## src/rtl/adcm_pkg.sv

```systemverilog
package adcm_pkg;

    localparam int CODE_W     = 8;
    localparam int CH_W       = 2;
    localparam int CONV_CLKS  = 16;
    localparam int WORD_BITS  = 8;
    localparam int DATA_FIRST = 4;
    localparam int DATA_LAST  = 11;

    typedef enum logic [1:0] {
        ST_IDLE,
        ST_RUN,
        ST_TAIL
    } fsm_t;

    typedef struct packed {
        logic [CODE_W-1:0] code;
        logic [CH_W-1:0]   chan;
    } result_t;

    // control word: address in bits 5..3, every other bit driven low
    function automatic logic [WORD_BITS-1:0] ctrl_word(input logic [CH_W-1:0] ch);
        return {2'b00, 1'b0, ch, 3'b000};
    endfunction

    function automatic logic div_in_range(input int unsigned d, input int unsigned lo,
                                          input int unsigned hi);
        return (d >= lo) && (d <= hi);
    endfunction

endpackage

```

## src/rtl/adcm_halfclk.sv

```systemverilog
module adcm_halfclk #(
    parameter int DIV_W = 8
) (
    input  logic             clk,
    input  logic             rst,
    input  logic             en,
    input  logic [DIV_W-1:0] div,
    output logic             tick
);
    logic [DIV_W-1:0] cnt_q;

    assign tick = en && (cnt_q == div - 1'b1);

    always_ff @(posedge clk) begin
        if (rst || !en || tick) begin
            cnt_q <= '0;
        end else begin
            cnt_q <= cnt_q + 1'b1;
        end
    end
endmodule

```

## src/rtl/adcm_serdes.sv

```systemverilog
module adcm_serdes
    import adcm_pkg::*;
(
    input  logic              clk,
    input  logic              rst,
    input  logic              fall_ev,
    input  logic              rise_ev,
    input  logic [3:0]        cyc,
    input  logic [CH_W-1:0]   addr,
    input  logic              miso,
    output logic              mosi,
    output logic              done,
    output logic [CODE_W-1:0] code
);
    logic [WORD_BITS-1:0] word;
    logic [CODE_W-1:0]    sh_q;
    logic                 in_window;

    assign word      = ctrl_word(addr);
    assign in_window = (cyc >= 4'(DATA_FIRST)) && (cyc <= 4'(DATA_LAST));

    always_ff @(posedge clk) begin
        if (rst) begin
            mosi <= 1'b0;
            sh_q <= '0;
            done <= 1'b0;
            code <= '0;
        end else begin
            done <= 1'b0;
            if (fall_ev) begin
                mosi <= (cyc < 4'(WORD_BITS)) ? word[3'(4'd7 - cyc)] : 1'b0;
            end
            if (rise_ev && in_window) begin
                sh_q <= {sh_q[CODE_W-2:0], miso};
                if (cyc == 4'(DATA_LAST)) begin
                    done <= 1'b1;
                    code <= {sh_q[CODE_W-2:0], miso};
                end
            end
        end
    end
endmodule

```

## src/rtl/adcm_chan_track.sv

```systemverilog
module adcm_chan_track
    import adcm_pkg::*;
#(
    parameter int MAX_CONV = 4,
    parameter int CNT_W    = 2
) (
    input  logic                     clk,
    input  logic                     rst,
    input  logic [MAX_CONV*CH_W-1:0] list,
    input  logic [CNT_W-1:0]         conv,
    input  logic [CNT_W-1:0]         last,
    input  logic                     conv_end,
    output logic [CH_W-1:0]          next_addr,
    output logic [CH_W-1:0]          tag
);
    logic [CH_W-1:0]  ch_arr [MAX_CONV];
    logic [CNT_W-1:0] nxt_idx;

    for (genvar g = 0; g < MAX_CONV; g++) begin : g_unpack
        assign ch_arr[g] = list[g*CH_W +: CH_W];
    end

    assign nxt_idx   = (conv == last) ? '0 : conv + 1'b1;
    assign next_addr = ch_arr[nxt_idx];

    // converter powers up selecting input 1 (code 0)
    always_ff @(posedge clk) begin
        if (rst) begin
            tag <= '0;
        end else if (conv_end) begin
            tag <= next_addr;
        end
    end
endmodule

```

## src/rtl/adcm_frame_master.sv

```systemverilog
module adcm_frame_master
    import adcm_pkg::*;
#(
    parameter  int SYS_HZ      = 100_000_000,
    parameter  int SCLK_MIN_HZ = 800_000,
    parameter  int SCLK_MAX_HZ = 3_200_000,
    parameter  int MAX_CONV    = 4,
    parameter  int DIV_W       = 8,
    localparam int CNT_W       = (MAX_CONV > 1) ? $clog2(MAX_CONV) : 1
) (
    input  logic                     clk,
    input  logic                     rst,
    input  logic                     start,
    input  logic [CNT_W-1:0]         conv_last,
    input  logic [MAX_CONV*CH_W-1:0] chan_list,
    input  logic [DIV_W-1:0]         half_div,
    output logic                     busy,
    output logic                     cfg_reject,
    output logic                     cs_n,
    output logic                     sclk,
    output logic                     mosi,
    input  logic                     miso,
    output logic                     res_valid,
    output logic [CODE_W-1:0]        res_code,
    output logic [CH_W-1:0]          res_chan
);
    localparam int DIV_LO = (SYS_HZ + 2*SCLK_MAX_HZ - 1) / (2*SCLK_MAX_HZ);
    localparam int DIV_HI = SYS_HZ / (2*SCLK_MIN_HZ);

    fsm_t                     st_q;
    logic [DIV_W-1:0]         div_q;
    logic [CNT_W-1:0]         last_q;
    logic [CNT_W-1:0]         conv_q;
    logic [MAX_CONV*CH_W-1:0] list_q;
    logic [3:0]               cyc_q;
    logic                     tick;
    logic                     fall_ev;
    logic                     rise_ev;
    logic                     conv_end;
    logic [CH_W-1:0]          next_addr;
    logic [CH_W-1:0]          tag;
    result_t                  res;

    assign busy     = (st_q != ST_IDLE);
    assign fall_ev  = (st_q == ST_RUN) && tick && sclk;
    assign rise_ev  = (st_q == ST_RUN) && tick && !sclk;
    assign conv_end = rise_ev && (cyc_q == 4'(CONV_CLKS - 1));

    adcm_halfclk #(.DIV_W(DIV_W)) u_halfclk (
        .clk  (clk),
        .rst  (rst),
        .en   (busy),
        .div  (div_q),
        .tick (tick)
    );

    adcm_chan_track #(.MAX_CONV(MAX_CONV), .CNT_W(CNT_W)) u_track (
        .clk       (clk),
        .rst       (rst),
        .list      (list_q),
        .conv      (conv_q),
        .last      (last_q),
        .conv_end  (conv_end),
        .next_addr (next_addr),
        .tag       (tag)
    );

    adcm_serdes u_serdes (
        .clk     (clk),
        .rst     (rst),
        .fall_ev (fall_ev),
        .rise_ev (rise_ev),
        .cyc     (cyc_q),
        .addr    (next_addr),
        .miso    (miso),
        .mosi    (mosi),
        .done    (res_valid),
        .code    (res.code)
    );

    assign res.chan = tag;
    assign res_code = res.code;
    assign res_chan = res.chan;

    always_ff @(posedge clk) begin
        if (rst) begin
            st_q       <= ST_IDLE;
            cs_n       <= 1'b1;
            sclk       <= 1'b1;
            cfg_reject <= 1'b0;
            div_q      <= DIV_W'(DIV_LO);
            last_q     <= '0;
            conv_q     <= '0;
            list_q     <= '0;
            cyc_q      <= '0;
        end else begin
            cfg_reject <= 1'b0;
            unique case (st_q)
                ST_IDLE: begin
                    if (start) begin
                        if (div_in_range(int'(half_div), DIV_LO, DIV_HI)) begin
                            div_q  <= half_div;
                            last_q <= conv_last;
                            list_q <= chan_list;
                            conv_q <= '0;
                            cyc_q  <= '0;
                            cs_n   <= 1'b0;
                            st_q   <= ST_RUN;
                        end else begin
                            cfg_reject <= 1'b1;
                        end
                    end
                end
                ST_RUN: begin
                    if (tick) begin
                        if (sclk) begin
                            sclk <= 1'b0;
                        end else begin
                            sclk <= 1'b1;
                            if (cyc_q == 4'(CONV_CLKS - 1)) begin
                                cyc_q <= '0;
                                if (conv_q == last_q) begin
                                    st_q <= ST_TAIL;
                                end else begin
                                    conv_q <= conv_q + 1'b1;
                                end
                            end else begin
                                cyc_q <= cyc_q + 1'b1;
                            end
                        end
                    end
                end
                ST_TAIL: begin
                    if (tick) begin
                        cs_n <= 1'b1;
                        st_q <= ST_IDLE;
                    end
                end
                default: st_q <= ST_IDLE;
            endcase
        end
    end
endmodule

```

## config.mk

```make
export PLATFORM = sky130hd
export DESIGN_NAME = adcm_frame_master
export DESIGN_NICKNAME = d
export VERILOG_FILES = /design/src/rtl/adcm_pkg.sv /design/src/rtl/adcm_halfclk.sv /design/src/rtl/adcm_serdes.sv /design/src/rtl/adcm_chan_track.sv /design/src/rtl/adcm_frame_master.sv
export SDC_FILE = /design/constraint.sdc
export NUM_CORES = 1
export LEC_CHECK = 0
export ABC_AREA = 1
export CORE_MARGIN = 10
export CORE_UTILIZATION = 25
export DETAILED_ROUTE_END_ITERATION = 12
export PLACE_DENSITY = 0.41
export SLEW_MARGIN = 20
export SYNTH_ARGS = -nofsm -noshare
export SYNTH_HDL_FRONTEND = slang
export SYNTH_HIERARCHICAL = 1
export SYNTH_SLANG_ARGS = --single-unit
```

## constraint.sdc

```tcl
create_clock -name clk -period 2.11 [get_ports clk]
set_clock_uncertainty 0.1 [all_clocks]
set_input_delay 0.422 -clock clk [delete_from_list [all_inputs] [get_ports clk]]
set_output_delay 0.422 -clock clk [all_outputs]
set_load 0.03 [all_outputs]
```

## After elaboration in Yosys (flattened, before gate mapping)

Cells that the tools add are included.

| word-level totals | value |
|---|---|
| register bits | 56 |
| bits of input ports | 22 |
| logic and storage cells | 105 |

| cells by class | value |
|---|---|
| add/sub/neg operators | 5 |
| $lt $le $gt $ge | 7 |
| equal/unequal tests | 14 |
| mux-type cells | 35 |
| bitwise gates (word level) | 4 |
| reduce and logical (&&, ||, !) cells | 25 |

Operators with widths:

| cell | count |
|---|---|
| $mux W2 | 16 |
| $mux W4 | 5 |
| $reduce_and A7 Y1 | 2 |
| $ne A2 B2 Y1 const B | 6 |
| $add A8 B1 Y8 const B | 1 |
| $eq A4 B4 Y1 const B | 2 |
| $eq A8 B8 Y1 | 1 |
| $ge A8 B5 Y1 const B | 1 |
| $le A8 B6 Y1 const B | 1 |
| $logic_and A1 B1 Y1 | 8 |
| $mux W1 | 8 |
| $pmux W4 S2 | 1 |
| $sub A8 B1 Y8 const B | 1 |
| $pmux W2 S3 | 1 |
| $reduce_bool A2 Y1 | 3 |
| $reduce_and A5 Y1 | 1 |
| $add A4 B1 Y4 const B | 1 |
| $bmux W2 S2 | 1 |
| $ge A4 B3 Y1 const B | 1 |
| $le A4 B4 Y1 const B | 1 |
| $lt A3 B4 Y1 const B | 1 |
| $lt A4 B4 Y1 const B | 1 |
| $ne A2 B1 Y1 const B | 2 |
| $pmux W2 S2 | 1 |
| 18 further kinds | 23 |

## Depth between registers and ports, before layout

| depth | value |
|---|---|
| depth after elaboration | 9 |
| gate-level depth with buffers | 18 |
| mapped depth without buffers | 18 |

## Modules after synthesis

The synthesis kept the hierarchy.

By module, submodules not included:

| module | times used | cells an instance | area an instance (µm²) | seq. area each (µm²) |
|---|---|---|---|---|
| adcm_frame_master | 1 | 190 | 1341.3 | 580.6 |
| adcm_serdes | 1 | 81 | 641.9 | 340.3 |
| adcm_halfclk | 1 | 92 | 608.1 | 160.2 |
| adcm_chan_track | 1 | 51 | 254.0 | 40.0 |

## Least setup slack after synthesis

Ideal clock, no wire load.

| timing | value |
|---|---|
| path type | flip-flop to flip-flop |
| start | reg st_q[1] |
| end | reg u_serdes.code[0] |
| setup time | 0.116 ns |
| arrival time | 2.136 ns |
| data required time | 1.894 ns |
| slack | -0.242 ns |
| stages on the path, launching flop included | 18 |
| cell sequence | dfxtp_1 -> nor2_2 -> inv_1 -> inv_1 -> a21oi_1 -> o21ai_0 -> nor2_1 -> nand2_1 -> nor2_1 -> nand3_2 -> inv_1 -> nand3_2 -> inv_1 -> nand2_4 -> nor2_4 -> inv_2 -> nor2_1 -> nor2_1 |

| on the way | value |
|---|---|
| word-level cells in the longest chain between the ends | 6 |
| elaborated cells on any way between the ends | 7 |
| classes of those cells | eq/ne (1); reduce/logical (6) |

Ends and longest elaborated chain:

| what | RTL line | text |
|---|---|---|
| from (decl) | adcm_frame_master.sv:30 | `fsm_t st_q;` |
| from (signal assigned) | adcm_frame_master.sv:87 | `st_q <= ST_IDLE;` |
| from (signal assigned) | adcm_frame_master.sv:108 | `st_q <= ST_RUN;` |
| from (signal assigned) | adcm_frame_master.sv:123 | `st_q <= ST_TAIL;` |
| $reduce_bool A2 Y1 | adcm_frame_master.sv:44 | `assign busy = (st_q != ST_IDLE);` |
| via busy | adcm_frame_master.sv:17 | `output logic busy,` |
| $logic_and A1 B1 Y1 | adcm_halfclk.sv:12 | `assign tick = en && (cnt_q == div - 1'b1);` |
| via tick | adcm_frame_master.sv:36 | `logic tick;` |
| $logic_and A1 B1 Y1 (2 in series) | adcm_frame_master.sv:46 | `assign rise_ev = (st_q == ST_RUN) && tick && !sclk;` |
| via rise_ev | adcm_frame_master.sv:38 | `logic rise_ev;` |
| $logic_and A1 B1 Y1 | adcm_serdes.sv:33 | `if (rise_ev && in_window) begin` |
| $reduce_and A2 Y1 (no source line) | -- |  |
| to (signal assigned) | adcm_serdes.sv:37 | `code <= {sh_q[CODE_W-2:0], miso};` |
| to (decl) | adcm_serdes.sv:13 | `output logic [CODE_W-1:0] code` |

The timed path passes the listed nets, and every way through them passes these cells.
A chain may end at the register's enable or synchronous reset.

## Final worst setup path

| timing | value |
|---|---|
| start | reg div_q[1] |
| end | reg st_q[0] |

| on the way | value |
|---|---|
| word-level cells in the longest chain between the ends | 5 |
| elaborated cells on any way between the ends | 6 |
| classes of those cells | add/sub (1); eq/ne (3); reduce/logical (2) |

Ends and longest elaborated chain:

| what | RTL line | text |
|---|---|---|
| from (decl) | adcm_frame_master.sv:31 | `logic [DIV_W-1:0] div_q;` |
| from (signal assigned) | adcm_frame_master.sv:91 | `div_q <= DIV_W'(DIV_LO);` |
| from (signal assigned) | adcm_frame_master.sv:102 | `div_q <= half_div;` |
| $sub A8 B1 Y8 (*) | adcm_halfclk.sv:12 |  |
| $eq A8 B8 Y1 (*) | adcm_halfclk.sv:12 |  |
| $logic_and A1 B1 Y1 (*) | adcm_halfclk.sv:12 |  |
| via tick | adcm_frame_master.sv:36 |  |
| $ne A2 B2 Y1 (no source line) | -- |  |
| $reduce_and A7 Y1 (no source line) (*) | -- |  |

Mark *: on every way through the listed nets, which the timed path passes. The rest lies on a longest branch.

==> impl_metrics.ini <==
[clock_network]
clock_latency_ns = 0.30
cts_root_buf = clkbuf_16
cts-buffers-inserted = 5
htree_levels = 2
hold_buffers = 0
cts_tree = yes
clk_pin_slew_ns = 0.07
clkSinkCount = 56
clock_path_buffers = 2

[die]
core_mm2 = 0.0110
die-area_mm2 = 0.0160
num_io_pins = 38
die_w_um = 127
start_util_pct = 25.9
die_h_um = 127
rows = 38

[grt]
grt_use_total_pct = 9.18
overflow = 0
antenna_found_initial = 0
grt_first_pass_wirelength_um = 12500
grt_max_degree = 21
grt_pass1_vias = 2650

[power_and_ir_drop]
irDropWorstVdd_v = 0.000307
leakage_nw = 1.72
seqPwrFrac_pct = 45.4
p_clk_share_pct = 40.2
p_comb_share_pct = 14.5
p_switching_mw = 0.644
intPower_mw = 1.80
swShare_pct = 26.4
powerDensity_mw_per_mm2 = 624
total_power_mw = 2.44

[setup_path]
crit_top_cell = nand2_1
slowest_delay_ns = 0.33
crit_fanout = 4
critical_path_buf_inv_count = 4
path_class = register to register
worstReg2RegStart = div_q[1]
cp.arrival_ns = 2.17
startpoint_type = register
required_ns = 2.21
crit_path_end_kind = register
critPathSlowestCell = dfxtp_2
rrSetupSlack_ns = 0.03
path_cells = buf_6, nor2_4, nand2_4, inv_2, nand3_2, nand2_1, nand2_2, nor2_2, nand3_2, inv_2, buf_4, nand2_1, nand3b_1, a21oi_2, nand2_1, nor2_1, nor2_1
cp-startpoint = div_q[1]
path_delay_family = simple AND/OR/NAND/NOR gates

[sta]
period_minus_slack_ns = 2.08
worst_slack_ns = 0.0347
grt_setup_unrepaired = true
hold_slack_ns = 0.366
worstMarginPinSlew_ns = 0.333
fmax_ghz = 0.482
setup_violations = 0
hold_violations = 0
post-route-period-util_pct = 98.4
relSlewSlack_pct = 77.7
finalMaxSlewViolations = 0

[cells_and_area]
diodes = 0
layout.nets = 507
drive_gt1_share_pct = 22.4
final_common_cell = nor2_1
final_cell_mix = nor2_1, nand2_1, dfxtp_1
synthToLayoutAreaGrowth_pct = 37.7

[logic_synthesis]
ys_seq_area_share_pct = 39.4
synth.largest_area_cell = dfxtp_1
synthesis.nets = 440
ys_top_cells_by_area = dfxtp_1, nor2_1, nand2_1
synth.cell_area_mm2 = 0.00285
synth.distinct_cells = 28
yosys.area.top_type_share_pct = 39.4
avgSynthCellArea_um2 = 6.87
ys_ff_latch = 56
yosys_warnings = 6
synthCells = 414

[placed_design]
gp_congestion = 0.817
place_hpwl_um = 5490
dp_slack_ns = -0.0705
port_buffers = 37

[drt]
first_pass_iters = 5
routed_wirelength_um = 7320
drt-met1-wl_um = 3620
drc = 0
wl_per_cell_um = 11.8
wl_met2_um = 3260
route.met3.wl_um = 384
routed.top_layer = met4
first_iter_violations = 162
detail-route-antenna-nets = 0
vias_per_cell = 4.26
num_vias = 2651

[min_path]
hold_path_class = register to register
worstHoldStart = div_q[7]

[flow_run]
maxCapViolCount = 0

[outcome]
status = finished clean
-- sequential cells by signal (all words and copies together), names as in the netlist --
name	flops
u_serdes/code	8
u_serdes/done	1
u_serdes/mosi	1
cs_n	1
u_serdes/sh_q	7
list_q	8
cyc_q	4
sclk	1
u_halfclk/cnt_q	8
conv_q	2
cfg_reject	1
div_q	8
st_q	2
last_q	2
u_track/tag	2
-- path summary, 6_finish.rpt --
check             end  cells after the start
max           st_q[0]                     17
min reg2reg  div_q[7]                      2
max reg2reg   st_q[0]                     17
min          div_q[7]                      2
-- final cells by class --
| class | count | area (µm²) |
|---|---|---|
| inverter | 56 | 215 |
| clock buffer | 5 | 125 |
| tap | 140 | 175 |
| multi-input combinational | 296 | 1610 |
| timing repair buffer | 66 | 616 |
| sequential | 56 | 1130 |
| fill | 1199 | 7070 |
| clock inverter | 3 | 46.3 |
-- synthesized netlist by cell type (all sizes together) --
cell / instances
xnor2: 6
nor3: 3
a21oi: 11
dfxtp: 56
nand2: 88
buf: 4
nand3b: 2
ha: 4
nand3: 38
nor2: 99
inv: 56
o21ai: 36
nor3b: 1
clkbuf: 2
nand4: 1
or2: 1
xor2: 6
-- what timing repair did --
action                                  CTS  global route
endpoints found under the setup margin   20            28
cloned                                    0             0
gates resized for setup                   5            49
hold endpoints to repair                  0             0
setup buffers                             1             4
pin swaps                                 1            27
-- kinds of logic after synthesis --
logic type               count (synthesis)  share of synthesized area (%)
flip-flops                              56                           39.4
AND/OR/NAND/NOR                        233                           37.2
adder cells (fa/ha/maj)                  4                           1.76
XOR/XNOR                                12                           3.69
AO/OA/AOI/OAI                           47                           8.93
buffers and inverters                   62                           9.01
-- metrics by stage --
stage | std cells | TNS (ns) | instance area [µm²] | utilization, %
after global placement | 609 | -0.200 | 3540 | 32.2
after CTS | 618 | 0 | 3740 | 34.1
after detailed placement | 609 | -0.746 | 3540 | 32.2
after floorplan | 414 | 0 | 2850 | -
final | 622 | 0 | 3920 | 35.7
after global routing | 622 | -2.89 | 3920 | 35.7
-- power groups by stage --
stage	clock network (mW)	logic [mW]	registers [mW]
2_1_floorplan	0	0.200	1.13
6_report	0.981	0.354	1.11
4_1_cts	1.03	0.330	1.11
3_3_place_gp	0	0.322	1.13
5_1_grt	1.06	0.402	1.11
3_5_place_dp	0	0.322	1.13
-- per-layer routing --
metal  track usage [%]  vias to the layer above
met4              2.61                        0
li1                  -                     1429
met5                 0                        -
met3              3.04                        6
met2              14.5                       42
met1              11.6                     1174
-- tightest hold or removal path, stage by stage, from the launching register on --
cell     delay, ns
dfxtp_1       0.32
nand3_1       0.07
inv_1         0.03
(Power assumes the default switching activity.)
